## config.mk

```make
export PLATFORM = sky130hd
export DESIGN_NAME = i2s_ladder_rx
export DESIGN_NICKNAME = d
export VERILOG_FILES = /design/src/rtl/i2slr_pkg.sv /design/src/rtl/i2slr_gate.sv /design/src/rtl/i2slr_fill_count.sv /design/src/rtl/i2slr_chain.sv /design/src/rtl/i2slr_out_latch.sv /design/src/rtl/i2s_ladder_rx.sv
export SDC_FILE = /design/constraint.sdc
export NUM_CORES = 1
export LEC_CHECK = 0
export ABC_AREA = 0
export BUFFER_PORTS_ARGS = -buffer_cell sky130_fd_sc_hd__buf_4
export CAP_MARGIN = 20
export CORE_MARGIN = 1
export CORE_UTILIZATION = 45
export DETAILED_ROUTE_END_ITERATION = 10
export HOLD_SLACK_MARGIN = 0.06
export PLACE_DENSITY = 0.65
export SLEW_MARGIN = 20
export SYNTH_ARGS = -nofsm -noshare
export SYNTH_HDL_FRONTEND = slang
export SYNTH_SLANG_ARGS = --single-unit
```

## constraint.sdc

```tcl
create_clock -name clk -period 2.3 [get_ports clk]
set_input_delay 0.115 -clock clk [delete_from_list [all_inputs] [get_ports clk]]
set_output_delay 0.115 -clock clk [all_outputs]
set_load 0.01 [all_outputs]
```

## src/rtl/i2slr_pkg.sv

```systemverilog
package i2slr_pkg;

  // Update policy selected by the stereo_mode pin.
  typedef enum logic {
    UPD_STAGGER = 1'b0,
    UPD_STEREO  = 1'b1
  } upd_mode_e;

  // Per-edge control events produced by the gate stage.
  typedef struct packed {
    logic stag_shift;  // staggered mode, selected slot active
    logic stag_end;    // staggered mode, selected slot just closed
    logic frame_end;   // simultaneous mode, word-select fell
    logic mode_flip;   // mode differs from previous edge
  } gate_evt_t;

endpackage

```

## src/rtl/i2slr_gate.sv

```systemverilog
module i2slr_gate
  import i2slr_pkg::*;
(
  input  logic      clk,
  input  logic      rst,
  input  logic      ws,
  input  logic      chan_sel,
  input  upd_mode_e mode,
  output gate_evt_t evt
);

  logic      x_now;
  logic      x_r;
  logic      ws_r;
  upd_mode_e mode_r;

  always_ff @(posedge clk) begin
    if (rst) begin
      x_r    <= 1'b1;
      ws_r   <= 1'b0;
      mode_r <= UPD_STAGGER;
    end else begin
      x_r    <= x_now;
      ws_r   <= ws;
      mode_r <= mode;
    end
  end

  always_comb begin
    x_now          = ws ^ chan_sel;
    evt.stag_shift = (mode == UPD_STAGGER) && !x_now;
    evt.stag_end   = (mode == UPD_STAGGER) && x_now && !x_r;
    evt.frame_end  = (mode == UPD_STEREO) && !ws && ws_r;
    evt.mode_flip  = (mode != mode_r);
  end

endmodule

```

## src/rtl/i2slr_fill_count.sv

```systemverilog
module i2slr_fill_count
  import i2slr_pkg::*;
#(
  parameter int unsigned SLOT_BITS = 32
) (
  input  logic      clk,
  input  logic      rst,
  input  upd_mode_e mode,
  input  gate_evt_t evt,
  output logic      full
);

  localparam int unsigned FRAME_BITS = 2 * SLOT_BITS;
  localparam int unsigned CW         = $clog2(FRAME_BITS + 1);
  localparam logic [CW-1:0] SLOT_CNT  = CW'(SLOT_BITS);
  localparam logic [CW-1:0] FRAME_CNT = CW'(FRAME_BITS);

  logic [CW-1:0] cnt;

  always_ff @(posedge clk) begin
    if (rst || evt.mode_flip) begin
      cnt <= '0;
    end else if (mode == UPD_STEREO) begin
      if (evt.frame_end)          cnt <= CW'(1);
      else if (cnt != FRAME_CNT)  cnt <= cnt + 1'b1;
    end else begin
      if (!evt.stag_shift)        cnt <= '0;
      else if (cnt != SLOT_CNT)   cnt <= cnt + 1'b1;
    end
  end

  assign full = (mode == UPD_STEREO) ? (cnt == FRAME_CNT) : (cnt == SLOT_CNT);


  stag_full_after_shift_chk: assert property (@(posedge clk) disable iff (rst)
    (mode == UPD_STAGGER && full) |-> $past(evt.stag_shift));

endmodule

```

## src/rtl/i2slr_chain.sv

```systemverilog
module i2slr_chain
  import i2slr_pkg::*;
#(
  parameter int unsigned SLOT_BITS = 32
) (
  input  logic                     clk,
  input  logic                     rst,
  input  upd_mode_e                mode,
  input  logic                     stag_shift,
  input  logic                     sd,
  output logic [2*SLOT_BITS-1:0]   chain
);

  logic [SLOT_BITS-1:0] half [2];

  for (genvar h = 0; h < 2; h++) begin : g_half
    logic en;
    logic din;
    if (h == 0) begin : g_lo
      assign en  = (mode == UPD_STEREO) || stag_shift;
      assign din = sd;
    end else begin : g_hi
      assign en  = (mode == UPD_STEREO);
      assign din = half[0][SLOT_BITS-1];
    end
    always_ff @(posedge clk) begin
      if (rst)     half[h] <= '0;
      else if (en) half[h] <= {half[h][SLOT_BITS-2:0], din};
    end
  end

  assign chain = {half[1], half[0]};


  hi_idle_chk: assert property (@(posedge clk) disable iff (rst)
    (mode == UPD_STAGGER) |=> $stable(half[1]));

endmodule

```

## src/rtl/i2slr_out_latch.sv

```systemverilog
module i2slr_out_latch
  import i2slr_pkg::*;
#(
  parameter int unsigned SLOT_BITS = 32,
  parameter int unsigned WORD_BITS = 16
) (
  input  logic                   clk,
  input  logic                   rst,
  input  logic                   upd,
  input  upd_mode_e              mode,
  input  logic                   chan_sel,
  input  logic [2*SLOT_BITS-1:0] chain,
  output logic [WORD_BITS-1:0]   left_word,
  output logic [WORD_BITS-1:0]   right_word,
  output logic                   word_valid
);

  localparam int unsigned LO_TOP = SLOT_BITS - 2;
  localparam int unsigned HI_TOP = 2 * SLOT_BITS - 2;

  logic [WORD_BITS-1:0] lo_win;
  logic [WORD_BITS-1:0] hi_win;

  assign lo_win = chain[LO_TOP -: WORD_BITS];
  assign hi_win = chain[HI_TOP -: WORD_BITS];

  always_ff @(posedge clk) begin
    if (rst) begin
      left_word  <= '0;
      right_word <= '0;
      word_valid <= 1'b0;
    end else begin
      word_valid <= upd;
      if (upd) begin
        if (mode == UPD_STEREO) begin
          left_word  <= hi_win;
          right_word <= lo_win;
        end else if (chan_sel) begin
          right_word <= lo_win;
        end else begin
          left_word  <= lo_win;
        end
      end
    end
  end


  valid_pulse_chk: assert property (@(posedge clk) disable iff (rst)
    word_valid |=> !word_valid);


  hold_chk: assert property (@(posedge clk) disable iff (rst)
    (!word_valid && !$past(rst)) |-> $stable({left_word, right_word}));

endmodule

```

## src/rtl/i2s_ladder_rx.sv

```systemverilog
module i2s_ladder_rx
  import i2slr_pkg::*;
#(
  parameter int unsigned SLOT_BITS = 32,
  parameter int unsigned WORD_BITS = 16
) (
  input  logic                 clk,
  input  logic                 rst,
  input  logic                 ws,
  input  logic                 sdata,
  input  logic                 chan_sel,
  input  logic                 stereo_mode,
  output logic [WORD_BITS-1:0] left_word,
  output logic [WORD_BITS-1:0] right_word,
  output logic                 word_valid
);

  upd_mode_e              mode;
  gate_evt_t              evt;
  logic                   full;
  logic                   upd;
  logic [2*SLOT_BITS-1:0] chain;

  assign mode = upd_mode_e'(stereo_mode);

  i2slr_gate u_gate (
    .clk      (clk),
    .rst      (rst),
    .ws       (ws),
    .chan_sel (chan_sel),
    .mode     (mode),
    .evt      (evt)
  );

  i2slr_fill_count #(.SLOT_BITS(SLOT_BITS)) u_count (
    .clk  (clk),
    .rst  (rst),
    .mode (mode),
    .evt  (evt),
    .full (full)
  );

  i2slr_chain #(.SLOT_BITS(SLOT_BITS)) u_chain (
    .clk        (clk),
    .rst        (rst),
    .mode       (mode),
    .stag_shift (evt.stag_shift),
    .sd         (sdata),
    .chain      (chain)
  );

  assign upd = full && !evt.mode_flip && (evt.stag_end || evt.frame_end);

  i2slr_out_latch #(.SLOT_BITS(SLOT_BITS), .WORD_BITS(WORD_BITS)) u_latch (
    .clk        (clk),
    .rst        (rst),
    .upd        (upd),
    .mode       (mode),
    .chan_sel   (chan_sel),
    .chain      (chain),
    .left_word  (left_word),
    .right_word (right_word),
    .word_valid (word_valid)
  );


  stag_timing_chk: assert property (@(posedge clk) disable iff (rst)
    (word_valid && !$past(stereo_mode)) |->
      ($past(ws ^ chan_sel) && !$past(ws ^ chan_sel, 2)));


  stereo_boundary_chk: assert property (@(posedge clk) disable iff (rst)
    (word_valid && $past(stereo_mode)) |-> (!$past(ws) && $past(ws, 2)));

endmodule

```

After elaboration in Yosys (flattened, before gate mapping)
Memory sizes are Yosys's and may differ from the RTL's.
Index checks and enable logic that the tools add are counted.
Widths: inputs -> output; s select.
Word-level totals
  output and inout bits: 33
  bits of input ports: 6
  bits in registers: 43
  memories: 1
  word-level logic and storage cells: 59
  memory bits (writable): 64
Memory list
  u_chain.half: words 2, bits a word 32, rd ports 2, clocked after Yosys merged registers in 0, wr ports 2, line i2slr_chain.sv:14  | logic [SLOT_BITS-1:0] half [2];
Operators by class
  add/subtract/negate cells: 1
  reductions and logical operators: 18
  equality and inequality tests: 8
  muxes and demuxes: 20
  bitwise logic cells: 4
Operators with widths (count)
  $mux 16: 4
  $mux 32: 2
  $mux 7: 5
  $mux 1: 9
  $add 7x1->7 const B: 1
  $eq 7x6->1 const B: 1
  $eq 7x7->1 const B: 1
  $logic_and 1x1->1: 7
  $ne 7x6->1 const B: 1
  $ne 7x7->1 const B: 1
  $reduce_and 2->1: 3
  $logic_not 1->1: 4
  $logic_or 1x1->1: 3
  $ne 3x1->1 const B: 1
  $ne 3x3->1 const B: 1
  $ne 2x1->1 const B: 1
  $or 1x1->1: 2
  $reduce_bool 2->1: 1
  $ne 1x1->1: 1
  $not 1->1: 1
  $xor 1x1->1: 1

Logic depth before layout (Yosys ltp)
Gate-level depths: netlist (run 1).
  depth in word-level cells: 8
  gate-level depth with buffers: 7
  depth with buffers taken out: 6

Hierarchy
From an unflattened synthesis (run 1), not the netlist that was laid out.
Unflattened totals
  cell total of the unflattened synthesis: 347
  area, all modules: 4446.8 µm²
Modules (own cells, without submodules)
  i2slr_chain: cells an instance 139, times used 1, area each 2499.9 µm², seq. area each 1921.8 µm²
  i2slr_out_latch: cells an instance 148, times used 1, area each 1402.6 µm², seq. area each 660.6 µm²
  i2slr_fill_count: cells an instance 46, times used 1, area each 412.9 µm², seq. area each 140.1 µm²
  i2slr_gate: cells an instance 12, times used 1, area each 115.1 µm², seq. area each 60.1 µm²
  i2s_ladder_rx: cells an instance 2, times used 1, area each 16.3 µm², seq. area each 0.0 µm²

Worst setup path before layout (run 1)
OpenSTA, ideal clock, no wires.
  path type: reg-to-reg
  start: register u_count.cnt[0]
  end: register u_latch.left_word[10]
  clock period less this slack: 2.306 ns
  buffers on the path: 1
  required time: 2.179 ns
  stages on the path, launching flop included: 8
  data arrival time: 2.185 ns
  setup slack: -0.006 ns
  library setup time: 0.121 ns
  path through: dfxtp_1 > inv_1 > ha_1 > or4b_4 > a211o_4 > a211oi_4 > buf_12 > mux2_4
On the way
  longest elaborated chain between the ends: 5
  elaborated cells on any way between the ends: 6
  classes of those cells: 2 x eq/ne; 1 x mux; 3 x reduce/logical
Ends and longest elaborated chain
  start: declaration: line i2slr_fill_count.sv:18  | logic [CW-1:0] cnt;
  start signal: assignment: line i2slr_fill_count.sv:25  | else if (cnt != FRAME_CNT) cnt <= cnt + 1'b1;
  start signal: assignment: line i2slr_fill_count.sv:28  | else if (cnt != SLOT_CNT) cnt <= cnt + 1'b1;
  $eq 7x6->1 or $eq 7x7->1 (tied branches): line i2slr_fill_count.sv:32  | assign full = (mode == UPD_STEREO) ? (cnt == FRAME_CNT) : (cnt == SLOT_CNT);
  $mux 1 (*): line i2slr_fill_count.sv:32
  $logic_and 1x1->1 (*) (2 in a row): line i2s_ladder_rx.sv:52  | assign upd = full && !evt.mode_flip && (evt.stag_end || evt.frame_end);
  $reduce_and 2->1 (no line) (*)
  end signal: assignment: line i2slr_out_latch.sv:36  | left_word <= hi_win;
  end signal: assignment: line i2slr_out_latch.sv:41  | left_word <= lo_win;
  end: declaration: line i2slr_out_latch.sv:13  | output logic [WORD_BITS-1:0] left_word,
Mark *: on every way between the ends. The rest lies on a longest branch, timed or not.
A chain may end at the register's enable or synchronous reset.

Worst setup path in the final report (run 1)
  start: register u_count.cnt[1]
  end: register u_latch.left_word[3]
Same word-level chain as after synthesis.

==> out/results.tsv, run 1 <==
metric	value	unit
status	finished, final reports clean	
Filler Cells Inserted	888	
final count of pins violating max slew	0	
via count of the first global-routing pass	2434	
clock tree from TritonCTS	yes	
Post-Syn Area	0.004481	mm2
number of I/O pins	39	
H-tree depth	3	
count of endpoints failing hold in the final timing report	0	
maximum fanout count along the critical path	13	
antenna violations before repair	0	
CP Launch Type	flop	
Cell Pwr Density	671.1	mW/mm2
Pleak	2.102	nW
most frequent cells in the layout	sky130_fd_sc_hd__edfxtp_1 (63), sky130_fd_sc_hd__nand2_1 (53), sky130_fd_sc_hd__buf_4 (47), sky130_fd_sc_hd__dfxtp_1 (42), sky130_fd_sc_hd__and2_1 (33)	
routability-driven placement congestion ratio	0.6886	
CP Data Arrival Time	2.47	ns
top flip-flop cell by instance count after synthesis	sky130_fd_sc_hd__edfxtp_1	
total number of nets in the final design	417	
number of distinct standard cells referenced by the synthesized netlist	38	
kind of critical path	flop to flop	
buffer levels on the longest clock path	2	
Die Area	0.01036	mm2
clock latency at the later pin of the worst-skew pair	0.37	ns
post-synth net total	377	
starting density of the core	46.05	%
P&R area growth vs syn	14.19	%
DRC violation total after the first TritonRoute iteration	118	
DR vias	2679	
number of enable-type register cells in the synthesized netlist	63	
Placement Rows	36	
CTS buffer count	9	
clock-pin slew reported for the worst setup and hold paths after clock tree synthesis	0.10	ns
buffer cell driving the clock tree root	sky130_fd_sc_hd__clkbuf_8	
first-pass GRT wire length	12860	um
pin count of the biggest net entering global routing	49	
layout cells sized above 1	22.22	%
sequential-to-total area share from yosys stat	61.44	%
DRC Markers	0	
post-DR vias/cell	4.898	
number of synthesized register bits	106	
part of the cycle the worst path needs	96.03	%
width of the chip	101.8	um
chip height	101.8	um
Worst setup EP type	flop	
final setup vio count	0	
worst slew pin tran	0.5877	ns
placed cell count	529	
Warnings, synthesis	0	
Final Routed Wirelength	7891	um
required time at the worst-slack endpoint	2.57	ns
Max Clk Rate	452.8	MHz
routed length per placed instance	14.43	um
Max-Cap Viols	0	
type of the most critical hold path	primary input to flop	
leading cell type in the layout, fill and taps excluded	sky130_fd_sc_hd__edfxtp_1	
iteration count of the initial detailed-routing pass	4	
final std cells w/o fill	547	
overall global routing resource usage	16.43	%
diode count	0	
DPL Wire Length	4899	um
Congestion Overflow GR	0	
Post-Syn Area per Cell	12.14	um2
count of mapped cells out of synthesis	369	
quantity of I/O buffers inserted on ports	38	
worst clock skew	0.01047	ns
area of the multi-input gates	0.001584	mm2
worst hold margin	0.2671	ns
Worst VDD drop	0.0003632	V
clk sink count	106	
Synth async-reset ratio	0	%
remaining antenna violation count after routing	0	
setup_tns	0	ns
unrepaired setup endpoints after global routing	no	
fraction of the core area covered by cells at the end of the flow	52.58	%
max-slew headroom at the worst pin	60.82	%
clock period minus final worst setup slack	2.209	ns
number of setup buffers added after CTS	0	
core area	0.009729	mm2
Sequential cell area	0.002754	mm2
-- layout make-up --
| class | instances | area share, % |
|---|---|---|
| timing repair buffer | 51 | 8.070 |
| sequential | 106 | 53.83 |
| clock buffer | 9 | 2.421 |
| tap | 133 | 3.253 |
| inverter | 4 | 0.2935 |
| clock inverter | 7 | 1.174 |
| multi-input combinational | 237 | 30.96 |
-- per-stage QoR --
stage                     area (um2)  power (W)  setup slack, ns
after floorplan                 4481   0.002311          0.04498
after global placement          4911   0.002375           0.1261
after detailed placement        4911   0.002379          0.09989
after CTS                       5115   0.003470          0.07476
after global routing            5116   0.003576          0.01364
final                           5116   0.003434          0.09138
-- path summary, 6_finish.rpt --
check / endpoint / startpoint / slack [ns] / depth (start not counted)
max: u_latch.left_word[3] / u_count.cnt[1] / 0.09 / 7
min: u_chain.half[1][18] / stereo_mode / 0.27 / 3
max reg2reg: u_latch.left_word[3] / u_count.cnt[1] / 0.09 / 7
min reg2reg: u_latch.right_word[6] / u_latch.right_word[6] / 0.47 / 2
-- worst max-delay path: stages (launching register included) --
cell	delay, ns
sky130_fd_sc_hd__dfxtp_2	0.35
sky130_fd_sc_hd__inv_1	0.05
sky130_fd_sc_hd__ha_1	0.12
sky130_fd_sc_hd__or4b_4	0.46
sky130_fd_sc_hd__a211o_4	0.35
sky130_fd_sc_hd__a211oi_4	0.22
sky130_fd_sc_hd__buf_12	0.20
sky130_fd_sc_hd__mux2_2	0.35
-- cells in the mapped netlist (all sizes together) (3+ instances only) --
library cell,instances,area (um2)
inv,3,11.26
and3,23,143.9
dfxtp,43,860.8
edfxtp,63,1892
nand2b,3,18.77
nor2,26,97.59
nand3,5,25.02
nor2b,7,43.79
mux2i,26,260.3
a21oi,11,55.05
buf,5,65.06
clkbuf,17,63.81
and2b,10,80.07
and2,33,206.5
mux2,16,217.7
xor2,4,35.03
nand2,53,198.9
-- what timing repair did --
item	CTS	global route
hold buffers	2	0
gates resized for setup	0	1
endpoints found under the hold margin	2	0
setup endpoints to repair	0	1
-- routing by layer --
| metal | vias to the layer above | global-route usage, % | routed length (um) |
|---|---|---|---|
| li1 | 1341 | - | - |
| met1 | 1276 | 25.59 | 4263 |
| met2 | 55 | 21.78 | 3215 |
| met3 | 7 | 3.934 | 350 |
| met4 | 0 | 6.020 | 62 |
| met5 | - | 0 | 0 |
-- state kept, by name, indices dropped and copies added (netlist names) --
name and cells:
u_gate.ws_r 1, u_latch.word_valid 1, u_latch.right_word 16, u_gate.mode_r 1, u_count.cnt 7, u_latch.left_word 16, u_chain.half 63, u_gate.x_r 1
-- logic make-up after synthesis --
| logic type | count (synthesis) | synth area share (%) |
|---|---|---|
| muxes | 42 | 10.67 |
| and+or+nand+nor | 170 | 20.27 |
| AOI/OAI and AO/OA | 17 | 2.681 |
| xor gates and xnor gates | 6 | 1.173 |
| buffers and inverters | 26 | 3.211 |
| DFF | 106 | 61.44 |
| adders and majority gates | 2 | 0.5584 |
-- power by group --
part / switching, W / internal [W]
clock network: 0.000680 / 0.000416
logic: 0.000125 / 0.0000712
registers: 0.0000408 / 0.00210
Note: power is estimated with default switching activity, not from simulation.
==> run 2, diff against run 1 <==
--- a/config.mk
+++ b/config.mk
@@ -10,9 +10,9 @@
 export CAP_MARGIN = 20
 export CORE_MARGIN = 1
 export CORE_UTILIZATION = 45
+export CTS_BUF_LIST = sky130_fd_sc_hd__clkbuf_4 sky130_fd_sc_hd__clkbuf_8 sky130_fd_sc_hd__clkbuf_16
 export DETAILED_ROUTE_END_ITERATION = 10
 export HOLD_SLACK_MARGIN = 0.06
-export PLACE_DENSITY = 0.65
 export SLEW_MARGIN = 20
 export SYNTH_ARGS = -nofsm -noshare
 export SYNTH_HDL_FRONTEND = slang
==> constraint.sdc (replaced) <==
create_clock -name clk -period 2.52 [get_ports clk]
set_input_delay 0.126 -clock clk [delete_from_list [all_inputs] [get_ports clk]]
set_output_delay 0.126 -clock clk [all_outputs]
set_load 0.01 [all_outputs]
==> out/results.tsv, run 2 (synthesized netlist as in run 1, its figures left out) <==
metric	value	unit	change
status	finished, final reports clean		
worst slew pin tran	0.5685	ns	-0.01923 ns
clock tree from TritonCTS	yes		
max-slew headroom at the worst pin	62.10	%	+1.3 points
chip height	101.8	um	unchanged
Die Area	0.01036	mm2	unchanged
leading cell type in the layout, fill and taps excluded	sky130_fd_sc_hd__edfxtp_1		
unrepaired setup endpoints after global routing	no		
met1 wire length	4282	um	+0.45%
most frequent cells in the layout	sky130_fd_sc_hd__edfxtp_1 (63), sky130_fd_sc_hd__nand2_1 (53), sky130_fd_sc_hd__buf_4 (46), sky130_fd_sc_hd__dfxtp_1 (43), sky130_fd_sc_hd__and2_1 (33)		
Congestion Overflow GR	0		unchanged
clock latency at the later pin of the worst-skew pair	0.37	ns	about the same
P&R area growth vs syn	13.32	%	
antenna violations before repair	0		unchanged
width of the chip	101.8	um	unchanged
remaining antenna violation count after routing	0		unchanged
Final Routed Wirelength	7697	um	-2.5%
Max Clk Rate	422.2	MHz	-6.7%
worst hold margin	0.1921	ns	-0.07492 ns
type of the most critical hold path	primary input to flop		
clk sink count	106		unchanged
DPL Wire Length	4822	um	-1.6%
starting density of the core	46.05	%	unchanged
setup_tns	0	ns	unchanged
routability-driven placement congestion ratio	0.7447		+8.1%
core area	0.009729	mm2	unchanged
clock-pin slew reported for the worst setup and hold paths after clock tree synthesis	0.10	ns	about the same
via count of the first global-routing pass	2361		-3.0%
largest registers in the final layout	u_chain.half x63, u_latch.left_word x16, u_latch.right_word x16		
Most flops, register	u_chain.half		
Cell Pwr Density	606.2	mW/mm2	-9.7%
final count of pins violating max slew	0		unchanged
final setup vio count	0		unchanged
pin count of the biggest net entering global routing	54		+10%
CTS buffer count	9		unchanged
diode count	0		unchanged
DRC violation total after the first TritonRoute iteration	115		-2.5%
count of endpoints failing hold in the final timing report	0		unchanged
DR vias	2625		-2.0%
buffer levels on the longest clock path	2		unchanged
Max-Cap Viols	0		unchanged
Met2 Wirelength	3036	um	-5.6%
clock period minus final worst setup slack	2.368	ns	+0.1598 ns
kind of critical path	flop to flop		
CP Launch Type	flop		
layout cells sized above 1	21.60	%	-0.62 points
first-pass GRT wire length	12180	um	-5.3%
post-DR vias/cell	4.817		-1.7%
number of I/O pins	39		unchanged
overall global routing resource usage	15.77	%	-0.65 points
Pleak	2.076	nW	-1.2%
quantity of I/O buffers inserted on ports	38		unchanged
part of the cycle the worst path needs	93.98	%	-2.0 points
DRC Markers	0		unchanged
Worst setup EP type	flop		
iteration count of the initial detailed-routing pass	4		unchanged
top layer in use	met4		
Largest register FFs	63		unchanged
required time at the worst-slack endpoint	2.78	ns	+0.21 ns
number of resized instances in the post-cts repair step	0		unchanged
routed length per placed instance	14.12	um	-2.1%
maximum fanout count along the critical path	13		unchanged
total number of nets in the final design	415		-0.48%
detailed route wirelength on metal3	262	um	-25%
worst clock skew	0.009092	ns	-0.001377 ns
Worst VDD drop	0.0002962	V	-18%
H-tree depth	3		unchanged
Placement Rows	36		unchanged
CP Data Arrival Time	2.63	ns	+0.16 ns
buffer cell driving the clock tree root	sky130_fd_sc_hd__clkbuf_8		
[run 2: cell count changes in the layout (fill, tap and decap cells not counted), sizes merged]
cell,previous run,this run
inv,7,4
buf,49,47
clkinvlp,0,2
clkbuf,9,10
[run 2: final timing paths]
path	start	end	slack, ns	depth (start not counted)
max reg2reg	u_count.cnt[0]	u_latch.left_word[3]	0.15	7
min reg2reg	u_latch.right_word[10]	u_latch.right_word[10]	0.47	2
min	rst	u_gate.x_r	0.19	3
max	u_count.cnt[0]	u_latch.left_word[3]	0.15	7
[run 2: worst max-delay path, stage by stage (launching register included)]
cell and delay (ns):
sky130_fd_sc_hd__dfxtp_1 0.37, sky130_fd_sc_hd__inv_1 0.07, sky130_fd_sc_hd__ha_1 0.13, sky130_fd_sc_hd__or4b_4 0.46, sky130_fd_sc_hd__a211o_4 0.36, sky130_fd_sc_hd__a211oi_4 0.35, sky130_fd_sc_hd__buf_12 0.20, sky130_fd_sc_hd__mux2_2 0.33
[run 2: repair_timing]
action,in CTS,in global routing
hold buffers,2,0
setup buffers,0,0
endpoints found under the hold margin,2,0
[run 2: final cells by class]
type                            count  area (um2)
Clock inverter                      6       42.54
Timing Repair Buffer               49       385.4
Inverter                            4       15.01
Clock buffer                       10       131.4
Tap cell                          133       166.4
Multi-Input combinational cell    237        1584
Sequential cell                   106        2753
Fill cell                         884        4652
[run 2: metal layers]
| metal | GRT usage (%) | vias up |
|---|---|---|
| met5 | 0 | - |
| li1 | - | 1339 |
| met3 | 4.555 | 11 |
| met4 | 6.020 | 0 |
| met2 | 19.75 | 36 |
| met1 | 24.94 | 1239 |
[run 2: report_power, final]
part | switching [W] | internal, W
registers | 0.0000370 | 0.00192
clock network | 0.000577 | 0.000373
logic | 0.000112 | 0.0000625
total | 0.000726 | 0.00235
[run 2: through the flow]
stage / power (W) / util [%] / worst slack, ns / cell area (um2) / instances
floorplan: 0.002109 / - / 0.2139 / 4481 / 369
global placement: 0.002165 / 50.19 / 0.1834 / 4883 / 527
detailed placement: 0.002168 / 50.19 / 0.1425 / 4883 / 527
CTS: 0.003113 / 52.19 / 0.1356 / 5077 / 545
global route: 0.003210 / 52.19 / 0.05568 / 5077 / 545
finish: 0.003078 / 52.19 / 0.1516 / 5077 / 545
==> run 3, diff against run 2 <==
--- a/config.mk
+++ b/config.mk
@@ -13,6 +13,7 @@
 export CTS_BUF_LIST = sky130_fd_sc_hd__clkbuf_4 sky130_fd_sc_hd__clkbuf_8 sky130_fd_sc_hd__clkbuf_16
 export DETAILED_ROUTE_END_ITERATION = 10
 export HOLD_SLACK_MARGIN = 0.06
+export RECOVER_POWER = 50
 export SLEW_MARGIN = 20
 export SYNTH_ARGS = -nofsm -noshare
 export SYNTH_HDL_FRONTEND = slang
==> out/results.tsv, run 3 (synthesized netlist as in run 1, its figures left out) <==
metric	value	unit	change
Congestion Overflow GR	0		unchanged
r2r endpoint	u_latch.left_word[3]		
worst clock skew	0.01150	ns	+0.002409 ns
Worst setup EP type	flop		
cell count of the worst hold path	3		unchanged
buffer levels on the longest clock path	2		unchanged
kind of critical path	flop to flop		
final non-filler cell area	0.004936	mm2	-2.8%
Largest register FFs	63		unchanged
part of the cycle the worst path needs	93.98	%	about the same
pin count of the biggest net entering global routing	54		unchanged
DRC Markers	0		unchanged
most frequent cells in the layout	sky130_fd_sc_hd__edfxtp_1 (63), sky130_fd_sc_hd__nand2_1 (53), sky130_fd_sc_hd__dfxtp_1 (43), sky130_fd_sc_hd__clkbuf_1 (37), sky130_fd_sc_hd__and2_1 (33)		
routability-driven placement congestion ratio	0.7447		unchanged
setup_tns	0	ns	unchanged
Pleak	1.920	nW	-7.5%
Cell Pwr Density	622.4	mW/mm2	+2.7%
end of the worst hold path	u_gate.x_r		
worst slew pin tran	1.001	ns	+0.4324 ns
routed length per placed instance	13.99	um	-0.91%
Worst R2R Start	u_count.cnt[0]		
width of the chip	101.8	um	unchanged
starting density of the core	46.05	%	unchanged
buffer cell driving the clock tree root	sky130_fd_sc_hd__clkbuf_8		
required time at the worst-slack endpoint	2.78	ns	about the same
total number of nets in the final design	415		unchanged
clock period minus final worst setup slack	2.368	ns	-0.00007100 ns
internal reg-to-reg setup slack	0.15	ns	about the same
status	finished, final reports clean		
post-DR vias/cell	4.826		+0.19%
Sequential cell area	0.002753	mm2	unchanged
max-slew headroom at the worst pin	33.27	%	-29 points
post-route total power	0.003072	W	-0.17%
CP Launch Type	flop		
layout cells sized above 1	12.62	%	-9.0 points
maximum fanout count along the critical path	13		unchanged
area of placed instances	0.004883	mm2	unchanged
DR vias	2630		+0.19%
antenna violations before repair	0		unchanged
cell depth of the worst flop-to-flop path	7		unchanged
number of I/O pins	39		unchanged
remaining antenna violation count after routing	0		unchanged
final setup vio count	0		unchanged
CP Data Arrival Time	2.63	ns	about the same
diode count	0		unchanged
Most flops, register	u_chain.half		
H-tree depth	3		unchanged
number of setup buffers added after CTS	0		unchanged
largest registers in the final layout	u_chain.half x63, u_latch.left_word x16, u_latch.right_word x16		
area of the multi-input gates	0.001584	mm2	unchanged
DPL Wire Length	4822	um	unchanged
overall global routing resource usage	15.77	%	unchanged
core area	0.009729	mm2	unchanged
Die Area	0.01036	mm2	unchanged
leading cell type in the layout, fill and taps excluded	sky130_fd_sc_hd__edfxtp_1		
P&R area growth vs syn	10.16	%	
final count of pins violating max slew	0		unchanged
Filler Cells Inserted	913		+3.3%
Max-Cap Viols	0		unchanged
Worst VDD drop	0.0002963	V	about the same
iteration count of the initial detailed-routing pass	4		unchanged
hold path start	rst		
Final Routed Wirelength	7627	um	-0.91%
count of endpoints failing hold in the final timing report	0		unchanged
Max Clk Rate	422.2	MHz	about the same
clock-pin slew reported for the worst setup and hold paths after clock tree synthesis	0.09	ns	about the same
clk sink count	106		unchanged
CTS buffer count	9		unchanged
unrepaired setup endpoints after global routing	no		
clock latency at the later pin of the worst-skew pair	0.37	ns	about the same
worst setup path start	u_count.cnt[0]		
Placement Rows	36		unchanged
DRC violation total after the first TritonRoute iteration	111		-3.5%
type of the most critical hold path	primary input to flop		
clock tree from TritonCTS	yes		
chip height	101.8	um	unchanged
via count of the first global-routing pass	2361		unchanged
quantity of I/O buffers inserted on ports	38		unchanged
first-pass GRT wire length	12180	um	unchanged
## run 3: cell types whose count changed in the layout (fill, tap and decap cells not counted), sizes merged
cell / previous run / this run
clkbuf: 10 / 49
buf: 47 / 8
## run 3: metrics by stage
| stage | hold WS [ns] | setup slack (ns) | cells | util [%] |
|---|---|---|---|---|
| floorplan | 0.2542 | 0.2139 | 369 | - |
| global placement | 0.3784 | 0.1834 | 527 | 50.19 |
| detailed placement | 0.3985 | 0.1425 | 527 | 50.19 |
| CTS | 0.1795 | 0.1356 | 545 | 52.19 |
| global route | 0.1768 | 0.05568 | 545 | 50.73 |
| finish | 0.1862 | 0.1517 | 545 | 50.73 |
## run 3: layout make-up
cell class,instances,share of cell area (%)
flip-flops and latches,106,55.77
multi-input cells,237,32.09
repair buffers,49,4.943
well taps,133,3.371
clock buffers,10,2.662
clock inverters,6,0.8619
inverters,4,0.3042
## run 3: worst max-delay path, stage by stage, from the launching register on
cell                       delay (ns)
sky130_fd_sc_hd__dfxtp_1         0.37
sky130_fd_sc_hd__inv_1           0.07
sky130_fd_sc_hd__ha_1            0.13
sky130_fd_sc_hd__or4b_4          0.46
sky130_fd_sc_hd__a211o_4         0.36
sky130_fd_sc_hd__a211oi_4        0.35
sky130_fd_sc_hd__buf_12          0.20
sky130_fd_sc_hd__mux2_2          0.33
## run 3: how the worst max path moves through the flow
stage | to | cells after the start | slack [ns]
2_1_floorplan | u_latch.left_word[10] | 7 | 0.21
3_3_place_gp | u_latch.left_word[4] | 7 | 0.18
3_5_place_dp | u_latch.left_word[4] | 7 | 0.14
4_1_cts | u_latch.left_word[4] | 7 | 0.14
5_1_grt | u_latch.left_word[3] | 7 | 0.06
6_report | u_latch.left_word[3] | 7 | 0.15
## run 3: routing by layer
| layer | routed length, um | vias up | track usage (%) |
|---|---|---|---|
| li1 | - | 1340 | - |
| met1 | 4163 | 1232 | 24.94 |
| met2 | 3013 | 46 | 19.75 |
| met3 | 334 | 12 | 4.555 |
| met4 | 116 | 0 | 6.020 |
| met5 | 0 | - | 0 |
## run 3: report_power, final
| part | internal, W | switching [W] | total, W |
|---|---|---|---|
| registers | 0.00192 | 0.0000368 | 0.00195 |
| logic | 0.0000591 | 0.000111 | 0.000170 |
| clock network | 0.000372 | 0.000576 | 0.000949 |
| total | 0.00235 | 0.000724 | 0.00307 |
## run 3: timing repair
item                      in CTS  in global routing
resized for setup              0                  0
hold buffers                   2                  0
hold endpoints to repair       2                  0
